===== config.mk =====
export PLATFORM = sky130hd
export DESIGN_NAME = sdram_init_refresh
export DESIGN_NICKNAME = d
export VERILOG_FILES = /design/src/rtl/sdr_seq_pkg.sv /design/src/rtl/sdr_seq_dp.sv /design/src/rtl/sdr_seq_ctrl.sv /design/src/rtl/sdram_init_refresh.sv
export SDC_FILE = /design/constraint.sdc
export NUM_CORES = 1
export LEC_CHECK = 0
export CORE_ASPECT_RATIO = 0.75
export CORE_MARGIN = 4
export CORE_UTILIZATION = 55
export CTS_CLUSTER_SIZE = 12
export DETAILED_ROUTE_END_ITERATION = 7
export DONT_BUFFER_PORTS = 1
export PLACE_DENSITY_LB_ADDON = 0.08
export SLEW_MARGIN = 40
export SYNTH_ARGS = -nofsm -noshare
export SYNTH_HDL_FRONTEND = slang
export SYNTH_SLANG_ARGS = --single-unit

===== constraint.sdc =====
create_clock -name clk -period 8.57 [get_ports clk]
set_input_delay 0.857 -clock clk [delete_from_list [all_inputs] [get_ports clk]]
set_output_delay 0.857 -clock clk [all_outputs]
set_load 0.02 [all_outputs]

===== src/rtl/sdr_seq_pkg.sv =====
package sdr_seq_pkg;
  typedef enum logic [2:0] {
    ST_IDLE, ST_WAIT, ST_PRE, ST_REF, ST_MRS, ST_RUN, ST_GAP
  } seqStateT;

  localparam int CMD_W = 3;
  localparam logic [CMD_W-1:0] CMD_PRE = 3'b001;
  localparam logic [CMD_W-1:0] CMD_REF = 3'b010;
  localparam logic [CMD_W-1:0] CMD_MRS = 3'b100;

  localparam logic [1:0] GSEL_PRE = 2'd0;
  localparam logic [1:0] GSEL_ROW = 2'd1;
  localparam logic [1:0] GSEL_MRD = 2'd2;

  typedef struct packed {
    logic       clear;
    logic       waitRun;
    logic       loadGap;
    logic [1:0] gapSel;
    logic       gapDec;
    logic       pop;
    logic       runOn;
  } seqStrobeT;

  typedef struct packed {
    logic waitDone;
    logic gapZero;
    logic pending;
  } seqStatusT;
endpackage


===== src/rtl/sdr_seq_dp.sv =====
module sdr_seq_dp
  import sdr_seq_pkg::*;
#(
  parameter int DLY_W   = 14,
  parameter int PER_W   = 10,
  parameter int PRE_W   = 3,
  parameter int ROW_W   = 3,
  parameter int MRD_W   = 2,
  parameter int BACKLOG = 4
) (
  input  logic             clk,
  input  logic             rstN,
  input  seqStrobeT        stb,
  input  logic [DLY_W-1:0] startDelay,
  input  logic [PER_W-1:0] refreshPeriod,
  input  logic [PRE_W-1:0] prechGap,
  input  logic [ROW_W-1:0] rowCycGap,
  input  logic [MRD_W-1:0] mrdGap,
  output seqStatusT        sts,
  output logic             overflow
);
  localparam int GA_W  = (PRE_W > ROW_W) ? PRE_W : ROW_W;
  localparam int GAP_W = (GA_W > MRD_W) ? GA_W : MRD_W;
  localparam int BL_W  = $clog2(BACKLOG + 1);
  localparam logic [BL_W-1:0] BL_FULL = BL_W'(BACKLOG);

  logic [DLY_W-1:0] waitCnt;
  logic [GAP_W-1:0] gapCnt;
  logic [PER_W-1:0] perCnt;
  logic [BL_W-1:0]  backlog;
  logic             tick;

  assign tick = stb.runOn && (refreshPeriod != '0) &&
                (perCnt >= refreshPeriod - PER_W'(1));

  assign sts.waitDone = (waitCnt == startDelay);
  assign sts.gapZero  = (gapCnt == '0);
  assign sts.pending  = (backlog != '0);

  always_ff @(posedge clk or negedge rstN) begin
    if (!rstN) begin
      waitCnt  <= '0;
      gapCnt   <= '0;
      perCnt   <= '0;
      backlog  <= '0;
      overflow <= 1'b0;
    end else if (stb.clear) begin
      waitCnt  <= '0;
      gapCnt   <= '0;
      perCnt   <= '0;
      backlog  <= '0;
      overflow <= 1'b0;
    end else begin
      if (stb.waitRun && !sts.waitDone) waitCnt <= waitCnt + DLY_W'(1);

      if (stb.loadGap) begin
        case (stb.gapSel)
          GSEL_PRE: gapCnt <= GAP_W'(prechGap);
          GSEL_ROW: gapCnt <= GAP_W'(rowCycGap);
          default:  gapCnt <= GAP_W'(mrdGap);
        endcase
      end else if (stb.gapDec && !sts.gapZero) begin
        gapCnt <= gapCnt - GAP_W'(1);
      end

      if (stb.runOn) perCnt <= tick ? '0 : perCnt + PER_W'(1);

      case ({tick, stb.pop})
        2'b10: begin
          if (backlog == BL_FULL) overflow <= 1'b1;
          else backlog <= backlog + BL_W'(1);
        end
        2'b01:   backlog <= backlog - BL_W'(1);
        default: backlog <= backlog;
      endcase
    end
  end

  // the backlog never holds more than the configured depth
  p_backlog_bound_r8: assert property (@(posedge clk) disable iff (!rstN)
    backlog <= BL_FULL);

  // overflow is sticky until cleared
  p_overflow_sticky_r9: assert property (@(posedge clk) disable iff (!rstN)
    (overflow && !stb.clear) |=> overflow);

  // a pop is only requested when something is held
  p_pop_needs_entry_r8: assert property (@(posedge clk) disable iff (!rstN)
    stb.pop |-> backlog != '0);
endmodule


===== src/rtl/sdr_seq_ctrl.sv =====
module sdr_seq_ctrl
  import sdr_seq_pkg::*;
(
  input  logic             clk,
  input  logic             rstN,
  input  logic             enable,
  input  logic             memBusy,
  input  seqStatusT        sts,
  output seqStrobeT        stb,
  output logic             cmdReq,
  output logic             schedBusy,
  output logic [CMD_W-1:0] cmdOut,
  output logic             initDone
);
  seqStateT         state, retState;
  logic             issue;
  logic [CMD_W-1:0] cmdR;
  logic             doneR;

  assign cmdReq = (state == ST_PRE) || (state == ST_REF) || (state == ST_MRS) ||
                  ((state == ST_RUN) && sts.pending);
  assign issue  = cmdReq && !memBusy;

  always_comb begin
    stb         = '0;
    stb.clear   = !enable || (state == ST_IDLE);
    stb.waitRun = (state == ST_WAIT);
    stb.loadGap = issue;
    stb.gapDec  = (state == ST_GAP);
    stb.pop     = (state == ST_RUN) && issue;
    stb.runOn   = doneR;
    case (state)
      ST_PRE:  stb.gapSel = GSEL_PRE;
      ST_MRS:  stb.gapSel = GSEL_MRD;
      default: stb.gapSel = GSEL_ROW;
    endcase
  end

  always_ff @(posedge clk or negedge rstN) begin
    if (!rstN) begin
      state    <= ST_IDLE;
      retState <= ST_IDLE;
      cmdR     <= '0;
      doneR    <= 1'b0;
    end else if (!enable) begin
      state    <= ST_IDLE;
      retState <= ST_IDLE;
      cmdR     <= '0;
      doneR    <= 1'b0;
    end else begin
      cmdR <= '0;
      case (state)
        ST_IDLE: state <= ST_WAIT;
        ST_WAIT: if (sts.waitDone) state <= ST_PRE;
        ST_PRE: if (issue) begin
          cmdR <= CMD_PRE; state <= ST_GAP; retState <= ST_REF;
        end
        ST_REF: if (issue) begin
          cmdR <= CMD_REF; state <= ST_GAP; retState <= ST_MRS;
        end
        ST_MRS: if (issue) begin
          cmdR <= CMD_MRS; state <= ST_GAP; retState <= ST_RUN;
        end
        ST_RUN: if (issue) begin
          cmdR <= CMD_REF; state <= ST_GAP; retState <= ST_RUN;
        end
        ST_GAP: if (sts.gapZero) begin
          state <= retState;
          if (retState == ST_RUN) doneR <= 1'b1;
        end
        default: state <= ST_IDLE;
      endcase
    end
  end

  assign cmdOut    = cmdR;
  assign initDone  = doneR;
  assign schedBusy = (state == ST_GAP) || (state == ST_REF) || (state == ST_MRS);

  // command output is one-hot or idle
  p_cmd_onehot_r3: assert property (@(posedge clk) disable iff (!rstN)
    $onehot0(cmdOut));

  // every command lasts a single cycle
  p_cmd_pulse_r3: assert property (@(posedge clk) disable iff (!rstN)
    (cmdOut != '0) |=> (cmdOut == '0));

  // no command follows a cycle where the bus was held
  p_no_cmd_when_busy_r5: assert property (@(posedge clk) disable iff (!rstN)
    memBusy |=> (cmdOut == '0));

  // dropping enable drops initDone
  p_disable_clears_r10: assert property (@(posedge clk) disable iff (!rstN)
    !enable |=> !initDone);
endmodule


===== src/rtl/sdram_init_refresh.sv =====
module sdram_init_refresh
  import sdr_seq_pkg::*;
#(
  parameter int DLY_W   = 14,
  parameter int PER_W   = 10,
  parameter int PRE_W   = 3,
  parameter int ROW_W   = 3,
  parameter int MRD_W   = 2,
  parameter int BACKLOG = 4
) (
  input  logic             clk,
  input  logic             rstN,
  input  logic             enable,
  input  logic [DLY_W-1:0] startDelay,
  input  logic [PER_W-1:0] refreshPeriod,
  input  logic [PRE_W-1:0] prechGap,
  input  logic [ROW_W-1:0] rowCycGap,
  input  logic [MRD_W-1:0] mrdGap,
  input  logic             memBusy,
  output logic             cmdReq,
  output logic             schedBusy,
  output logic [2:0]       cmdOut,
  output logic             initDone,
  output logic             overflow
);
  seqStrobeT stb;
  seqStatusT sts;

  sdr_seq_ctrl u_ctrl (
    .clk(clk), .rstN(rstN), .enable(enable), .memBusy(memBusy),
    .sts(sts), .stb(stb), .cmdReq(cmdReq), .schedBusy(schedBusy),
    .cmdOut(cmdOut), .initDone(initDone)
  );

  sdr_seq_dp #(
    .DLY_W(DLY_W), .PER_W(PER_W), .PRE_W(PRE_W),
    .ROW_W(ROW_W), .MRD_W(MRD_W), .BACKLOG(BACKLOG)
  ) u_dp (
    .clk(clk), .rstN(rstN), .stb(stb), .startDelay(startDelay),
    .refreshPeriod(refreshPeriod), .prechGap(prechGap),
    .rowCycGap(rowCycGap), .mrdGap(mrdGap), .sts(sts), .overflow(overflow)
  );
endmodule


# After elaboration in Yosys (flattened, before gate mapping)
# Index checks and enable logic that the tools add are counted.
# word_totals
register_bits	41
input_bits	36
out_inout_bits	7
wordCells	110
# op_classes
add_sub_neg	6
magnitude_cmp	1
eq_ne	23
muxes	35
reduce_logical	36
# ops
cell	count
2-to-1 mux 3 bit	15
2-to-1 mux 10 bit	3
2-to-1 mux 14 bit	2
one-hot mux 3 bit (3 select lines)	2
equality test 3 bit (second input constant)	5
adder 14 x 1 -> 14 bit (second input constant)	1
equality test 14 bit	1
!= test 3 x 2 -> 1 bit (second input constant)	4
one-hot mux 3 bit (2 select lines)	2
one-hot mux 3 bit (4 select lines)	1
adder 10 x 1 -> 10 bit (second input constant)	1
greater-or-equal comparator 10 bit	1
nonzero test 10 bit	1
subtractor 10 x 1 -> 10 bit (second input constant)	1
!= test 3 bit (second input constant)	3
nonzero test 3 bit	3
2-to-1 mux 1 bit	8
nonzero test 2 bit	4
logical AND 1 bit	7
equality test 3 x 2 -> 1 bit (second input constant)	2
zero test 3 bit	2
logical OR 1 bit	6
!= test 2 x 1 -> 1 bit (second input constant)	3
AND reduction 3 bit	2
other kinds (14)	21

# Longest topological paths before layout
# Gate-level depths: netlist of the first run.
# logic_depth
ltp_word	9
depth_mapped	18
ltp_nobuf	17

# By module
# A second synthesis of the first run with hierarchy kept.
# unflattened
hier_cells	328
hier_area_um2	2926.6
# by_module_without_submodules
mod	instances	cells_per_inst	area_per_inst_um2	seq_area_each_um2
sdr_seq_dp	1	260	2292.2	775.7
sdr_seq_ctrl	1	68	634.4	250.2

# Worst setup path after synthesis of the first run
# No wires, ideal clock.
# synth_path
path_kind	input to register
startpoint	input refreshPeriod[0]
endpoint	register u_dp.backlog[2]
setup_ps	65
t_arrival_ps	3965
required_time_ps	8505
path_slack_ps	4540
cell_stages	17
n_path_buf	1
path_cell_list	inv_1 ha_1 nor3b_1 nor3b_1 xnor2_1 ha_1 nand3_1 or4_1 a31oi_1 buf_2 nor2_1 xor2_1 ha_1 nor3_1 or2_2 a21o_1 nand2_1
# synth_between
elab_chain_cells	6
elab_cells_between_ends	12
classes_between	add/sub: 1; order compare: 1; eq/ne: 3; mux: 2; reduce/logical: 5
# synth_rtl
item	line_no	source
start, declared	sdram_init_refresh.sv:15	input logic [PER_W-1:0] refreshPeriod,
subtractor 10 x 1 -> 10 bit / nonzero test 10 bit (equally long branches)	sdr_seq_dp.sv:34, sdr_seq_dp.sv:33	
greater-or-equal comparator 10 bit / logical AND 1 bit (equally long branches)	sdr_seq_dp.sv:34, sdr_seq_dp.sv:33	
logical AND 1 bit (*)	sdr_seq_dp.sv:33	assign tick = stb.runOn && (refreshPeriod != '0) &&
equality test 2 x 1 -> 1 bit / equality test 2 bit (equally long branches)	sdr_seq_dp.sv:68	case ({tick, stb.pop})
one-hot mux 3 bit (2 select lines), or another cell as far along	sdr_seq_dp.sv:68	
2-to-1 mux 3 bit / AND reduction 2 bit (equally long branches)	--	
end signal, assigned	sdr_seq_dp.sv:71	else backlog <= backlog + BL_W'(1);
end signal, assigned	sdr_seq_dp.sv:73	2'b01: backlog <= backlog - BL_W'(1);
end signal, assigned	sdr_seq_dp.sv:74	default: backlog <= backlog;
end, declared	sdr_seq_dp.sv:30	logic [BL_W-1:0] backlog;
# Mark *: on every way between the ends. The rest lies on a longest branch, timed or not.
# A chain may end at the register's enable or synchronous reset.

# Worst setup path after layout of the first run
# Same ends and word-level chain as after synthesis.

==> results of run 1 <==
-- worst reg2reg max path, cell delays in order (launching register included) --
cell     delay [ps]
dfrtp_1         760
inv_1           240
ha_1            330
or4_1           440
nand4_2         200
nor2_1           90
xor2_1          140
ha_1            210
nor3_1          240
or2_2           160
a21o_1           90
nand2_1          40
-- layer usage --
metal / vias up / global-route usage
met4: 0 / 0.05203
met3: 5 / 0.04456
met5: - / 0
li1: 1199 / -
met2: 49 / 0.3098
met1: 1154 / 0.3055
-- logic make-up after synthesis --
| logic type | count (synthesis) |
|---|---|
| compound gates | 54 |
| xor+xnor | 41 |
| fa+ha+maj | 19 |
| buf+inv | 23 |
| flops | 41 |
| mux | 9 |
| simple gates | 150 |
-- through the flow --
| stage | total power, mW | instance area (um2) | hold WS (ps) | util |
|---|---|---|---|---|
| finish | 0.5435 | 3158 | 251.8 | 0.6201 |
| global route | 0.5847 | 3158 | 225.9 | 0.6201 |
| CTS | 0.5487 | 3158 | 237.4 | 0.6201 |
| detailed placement | 0.4095 | 3057 | 499.9 | 0.6002 |
| global placement | 0.4065 | 3057 | 500.3 | 0.6002 |
| floorplan | 0.3744 | 3000 | 481.0 | - |
-- layout make-up --
cell class,instances,area [um2]
Fill cell,462,1934
Multi-Input combinational cell,273,1884
Sequential cell,41,1026
Clock buffer,7,96.34
Tap cell,72,90.09
Inverter,11,41.29
Timing Repair Buffer,2,15.01
Clock inverter,1,5.005
-- cells in the mapped netlist, drive strengths merged (5+ instances only) --
master,n
ha,19
nor2,43
o21ai,11
nor3b,5
xor2,31
nand2b,10
dfrtp,41
mux2i,7
nand3,22
a211oi,6
nand4,8
and3,7
a21oi,11
nor3,5
inv,10
nand2,24
xnor2,10
nor4,6
clkbuf,9
-- flip-flops by register name (all words and copies together) (netlist names) --
signal,cells
u_dp.gapCnt,3
u_ctrl.cmdOut,3
u_dp.backlog,3
u_dp.waitCnt,14
u_dp.perCnt,10
u_ctrl.initDone,1
u_ctrl.state,3
u_ctrl.retState,3
u_dp.overflow,1
-- where the power goes --
group	internal, mW	switching (mW)	total, mW
Combinational	0.0647	0.105	0.170
Sequential	0.207	0.0290	0.236
Clock	0.0728	0.0648	0.138
-- final timing paths --
| path | start | to | slack [ps] | depth (start not counted) |
|---|---|---|---|---|
| worst max-delay path | refreshPeriod[0] | u_dp.backlog[2]$_DFFE_PN0P_ | 4720 | 17 |
| worst min-delay path | rstN | u_dp.waitCnt[1]$_DFFE_PN0P_ | 250 | 0 |
| worst max register to register | u_ctrl.state[2]$_DFFE_PN0P_ | u_dp.backlog[2]$_DFFE_PN0P_ | 5530 | 11 |
| worst min register to register | u_ctrl.retState[2]$_DFFE_PN0P_ | u_ctrl.retState[2]$_DFFE_PN0P_ | 510 | 2 |
| max in group asynchronous | rstN | u_ctrl.retState[0]$_DFFE_PN0P_ | 8220 | 0 |
| min in group clk | u_ctrl.retState[2]$_DFFE_PN0P_ | u_ctrl.retState[2]$_DFFE_PN0P_ | 510 | 2 |
==> impl_metrics.py, run 1 <==
metrics = {
    "run_status": {
        "status": "finished clean",
    },
    "yosys": {
        "synth_compound_area_frac": 0.1284,
        "synth_top_area_share": 0.3420,
        "synthTopCellsByArea": "dfrtp_1, xor2_1, ha_1, nor2_1, nand3_1",
        "yosys.area_share.adder": 0.07923,
        "synth-xor-area-share": 0.1197,
        "synth_top_cell_by_area": "dfrtp_1",
        "synth_cells": 337,
        "synthFlopType": "dfrtp_1",
        "synth-simple-area-share": 0.2698,
        "ys_warn_count": 0,
        "synth.avg_cell_area_um2": 8.903,
        "synth_top_family_by_area": "simple AND/OR/NAND/NOR gates",
        "synth_mux_area_frac": 0.03086,
        "synth.distinct_cells": 56,
        "synth_edf_count": 0,
        "ys_seq_elements": 41,
        "syn-num-nets": 392,
        "syn-cell-area_um2": 3000,
        "seq_area_frac_synth": 0.3420,
        "async_flop_share": 1.000,
    },
    "detailed_routing": {
        "totalWireLength_mm": 6.374,
        "wl_met2_mm": 2.769,
        "first_iter_violations": 121,
        "wl_met1_mm": 3.160,
        "drt_pass1_iterations": 4,
        "top_layer_used": "met4",
        "wl_met3_um": 400,
        "wl_per_cell_um": 15.66,
        "antenna_left": 0,
        "vias": 2407,
        "drc": 0,
        "vias_per_cell": 5.914,
    },
    "worst_setup_path": {
        "crit_type": "in2reg",
        "end_kind": "register",
        "cp_top_family": "simple AND/OR/NAND/NOR gates",
        "critPathBufInv": 2,
        "slowest_stage": "or4_1",
        "cp.arrival_ps": 4030,
        "crit_path_start_kind": "input port",
        "cp_max_fo": 13,
        "cp.required_ps": 8760,
        "path_cells": "inv_1 > ha_1 > nor3b_1 > nor3b_1 > xnor2_1 > ha_1 > nand3_1 > or4_1 > a31oi_1 > buf_4 > nor2_1 > xor2_1 > ha_1 > nor3_1 > or2_2 > a21o_1 > nand2_1",
        "slowest_delay_ps": 480,
        "cpMostUsedCell": "ha_1",
    },
    "global_route": {
        "grt_pass1_wl_mm": 11.23,
        "grt_max_degree": 42,
        "grt_pass1_vias": 2393,
        "grtUsageTotal": 0.2073,
        "grt-ovfl-total": 0,
        "antenna_found_initial": 0,
    },
    "clock_network": {
        "clkLatencyLatePin_ps": 290,
        "clockBufferDepth": 2,
        "numCtsBuffers": 5,
        "cts_max_level": 2,
        "post_cts_buffers": 0,
        "clock-sinks": 41,
        "cts_tree": "done",
        "cts_resized": 0,
        "path_clk_slew_ps": 80,
        "root_buffer": "clkbuf_8",
        "holdBufCountCts": 0,
    },
    "placed_design": {
        "dp_hpwl_mm": 4.876,
        "post-place-cells": 399,
        "globalplace.congestion": 0.8300,
        "pre_cts_ws_ps": 4394,
        "portBuffers": 0,
    },
    "floorplanning": {
        "core-area_um2": 5092,
        "row_count": 22,
        "die_w_um": 93.29,
        "start_util": 0.5892,
        "die_h_um": 71.97,
        "ios": 43,
        "die_area_um2": 6713,
    },
    "timing": {
        "setup_slack_ps": 4723,
        "fin_crit_ps": 3847,
        "max-slew-margin-rel": 0.5676,
        "setup_violations": 0,
        "fin_setup_tns_ps": 0,
        "fmax_mhz": 260.0,
        "min_period_over_period": 0.4489,
        "hold_violations": 0,
        "tightestPinTransition_ps": 641.9,
        "finalClockSkew_ps": 7.942,
        "rsz0062_at_grt": "no",
        "slew_viol_final": 0,
    },
    "pwr": {
        "p_leak_nw": 1.381,
        "power.density_nw_per_um2": 172.1,
        "ir_worst_vdd_mv": 0.1201,
    },
    "finish": {
        "layout.nets": 389,
        "layout-drive-gt1-share": 0.08657,
        "most-common-layout-cells": "nor2_1, dfrtp_1, xor2_1",
        "antenna_cells": 0,
        "final_common_cell": "nor2_1",
        "area_growth_syn_to_layout_pct": 5.254,
        "fin_cells": 407,
    },
    "worst_hold_path": {
        "hp-class": "in2async",
    },
    "run": {
        "drv_cap": 0,
    },
}
No activity file was read; power rests on OpenSTA's default activity.
==> inputs of run 2 (changes only) <==
==> constraint.sdc (replaced) <==
create_clock -name clk -period 3.25 [get_ports clk]
set_input_delay 0.325 -clock clk [delete_from_list [all_inputs] [get_ports clk]]
set_output_delay 0.325 -clock clk [all_outputs]
set_load 0.02 [all_outputs]
==> run 2 against run 1 <==
- sequential share of layout area decreased by 0.67 points
- final cell count increased by 0.98%
- clock-buffer cell count unchanged
- setup slack got worse by 4400 ps
- die area unchanged
- combinational power increased to 3.0 times the previous value
- critical path depth decreased by 1
- largest cell class unchanged
==> impl_metrics.py, run 2 (synthesized netlist as in run 1, its figures left out) <==
metrics = {
    "timing": {
        "hold_violations": 0,
        "fin_setup_tns_ps": 0,
        "min_period_over_period": 0.9057,
        "hold_slack_ps": 136.7,
        "setup_slack_ps": 306.6,
        "fmax_mhz": 339.7,
        "finalClockSkew_ps": 2.771,
        "rsz0062_at_grt": "no",
        "fin_crit_ps": 2943,
        "max-slew-margin-rel": 0.5710,
        "slew_viol_final": 0,
        "tightestPinTransition_ps": 636.8,
        "setup_violations": 0,
    },
    "finish": {
        "post-route-cell-area_um2": 3224,
        "most-common-layout-cells": "nor2_1, dfrtp_1, xor2_1",
        "final_common_cell": "nor2_1",
        "largest_register_ffs": 14,
        "final_util": 0.6332,
        "biggestRegsByFlops": "u_dp.waitCnt (14), u_dp.perCnt (10)",
        "top_register": "u_dp.waitCnt",
        "layout-drive-gt1-share": 0.1062,
        "area_growth_syn_to_layout_pct": 7.464,
        "fin_cells": 411,
        "antenna_cells": 0,
        "layout.nets": 393,
    },
    "global_route": {
        "grt_pass1_wl_mm": 11.13,
        "antenna_found_initial": 0,
        "grtUsageTotal": 0.2048,
        "grt-ovfl-total": 0,
        "grt_pass1_vias": 2263,
        "grt_max_degree": 42,
    },
    "worst_setup_path": {
        "cp.arrival_ps": 3120,
        "end_kind": "register",
        "cp.required_ps": 3430,
        "path_cells": "inv_1 > ha_1 > nor3b_2 > nand2_1 > xor2_1 > ha_1 > nand3_1 > or4_1 > a31oi_2 > nor2_1 > xor2_1 > ha_1 > nor3_1 > or2_2 > a21o_1 > nand2_1",
        "critPathBufInv": 1,
        "cpMostUsedCell": "ha_1",
        "slowest_stage": "or4_1",
        "cp_top_family": "simple AND/OR/NAND/NOR gates",
        "crit_path_start_kind": "input port",
        "crit_type": "in2reg",
        "cp_max_fo": 3,
        "slowest_delay_ps": 520,
    },
    "detailed_routing": {
        "vias": 2410,
        "vias_per_cell": 5.864,
        "drt_pass1_iterations": 4,
        "wl_per_cell_um": 15.57,
        "totalWireLength_mm": 6.399,
        "first_iter_violations": 133,
        "antenna_left": 0,
        "drc": 0,
    },
    "floorplanning": {
        "die_area_um2": 6713,
        "die_h_um": 71.97,
        "ios": 43,
        "die_w_um": 93.29,
        "row_count": 22,
        "core-area_um2": 5092,
        "start_util": 0.5892,
    },
    "run": {
        "drv_cap": 0,
    },
    "pwr": {
        "clkPwrFrac": 0.248,
        "p_seq_frac": 0.402,
        "p_leak_nw": 1.409,
        "power_mw": 1.463,
        "ir_worst_vdd_mv": 0.3382,
        "pwr-share-comb": 0.350,
        "p_sw_frac": 0.3703,
        "p_switching_mw": 0.5419,
        "power.density_nw_per_um2": 453.8,
        "intPower_mw": 0.9214,
    },
    "clock_network": {
        "post_cts_buffers": 0,
        "clockBufferDepth": 2,
        "cts_tree": "done",
        "root_buffer": "clkbuf_8",
        "numCtsBuffers": 5,
        "clkLatencyLatePin_ps": 280,
        "clock-sinks": 41,
        "cts_max_level": 2,
        "holdBufCountCts": 2,
        "cts_resized": 0,
        "path_clk_slew_ps": 80,
    },
    "placed_design": {
        "globalplace.congestion": 0.8112,
        "portBuffers": 0,
        "pre_cts_ws_ps": 10.06,
        "post-place-cells": 401,
        "dp_hpwl_mm": 4.808,
        "post_dp_cell_area_um2": 3093,
    },
    "run_status": {
        "status": "finished clean",
    },
    "worst_hold_path": {
        "hp-class": "in2reg",
    },
}
-- run 2: worst paths after layout --
check | start | endpoint | slack (ps) | cells past startpoint
max | refreshPeriod[0] | u_dp.backlog[2]$_DFFE_PN0P_ | 310 | 16
min | enable | u_ctrl.retState[2]$_DFFE_PN0P_ | 140 | 2
max reg2reg | u_dp.perCnt[5]$_DFFE_PN0P_ | u_dp.backlog[2]$_DFFE_PN0P_ | 660 | 11
min reg2reg | u_ctrl.retState[2]$_DFFE_PN0P_ | u_ctrl.retState[2]$_DFFE_PN0P_ | 520 | 2
max in group asynchronous | rstN | u_ctrl.cmdOut[2]$_DFF_PN0_ | 2540 | 2
min in group asynchronous | rstN | u_dp.waitCnt[8]$_DFFE_PN0P_ | 500 | 2
-- run 2: power groups by stage --
stage               clock network (mW)  registers, mW  logic [mW]
floorplan                            0          0.580       0.408
global placement                     0          0.597       0.491
detailed placement                   0          0.599       0.496
CTS                              0.377          0.588       0.513
global route                     0.396          0.596       0.575
finish                           0.363          0.588       0.512
-- run 2: final cells by class --
| class | instances | area (um2) |
|---|---|---|
| flip-flops and latches | 41 | 1026 |
| repair buffers | 6 | 60.06 |
| well taps | 72 | 90.09 |
| clock inverters | 1 | 5.005 |
| multi-input cells | 273 | 1906 |
| clock buffers | 7 | 96.34 |
| fillers | 442 | 1868 |
| inverters | 11 | 41.29 |
-- run 2: worst register-to-register path, stage by stage, from the launching register on --
cell	delay, ps
dfrtp_1	460
ha_1	330
nand2_1	60
or4_1	540
a31oi_2	200
nor2_1	70
xor2_1	140
ha_1	200
nor3_1	210
or2_2	150
a21o_1	100
nand2_1	40
-- run 2: metal layers --
metal,GRT usage,vias up,wire [um]
li1,-,1203,-
met1,0.3274,1150,3238
met2,0.2845,53,2742
met3,0.04041,4,383
met4,0.03902,0,34
met5,0,-,0
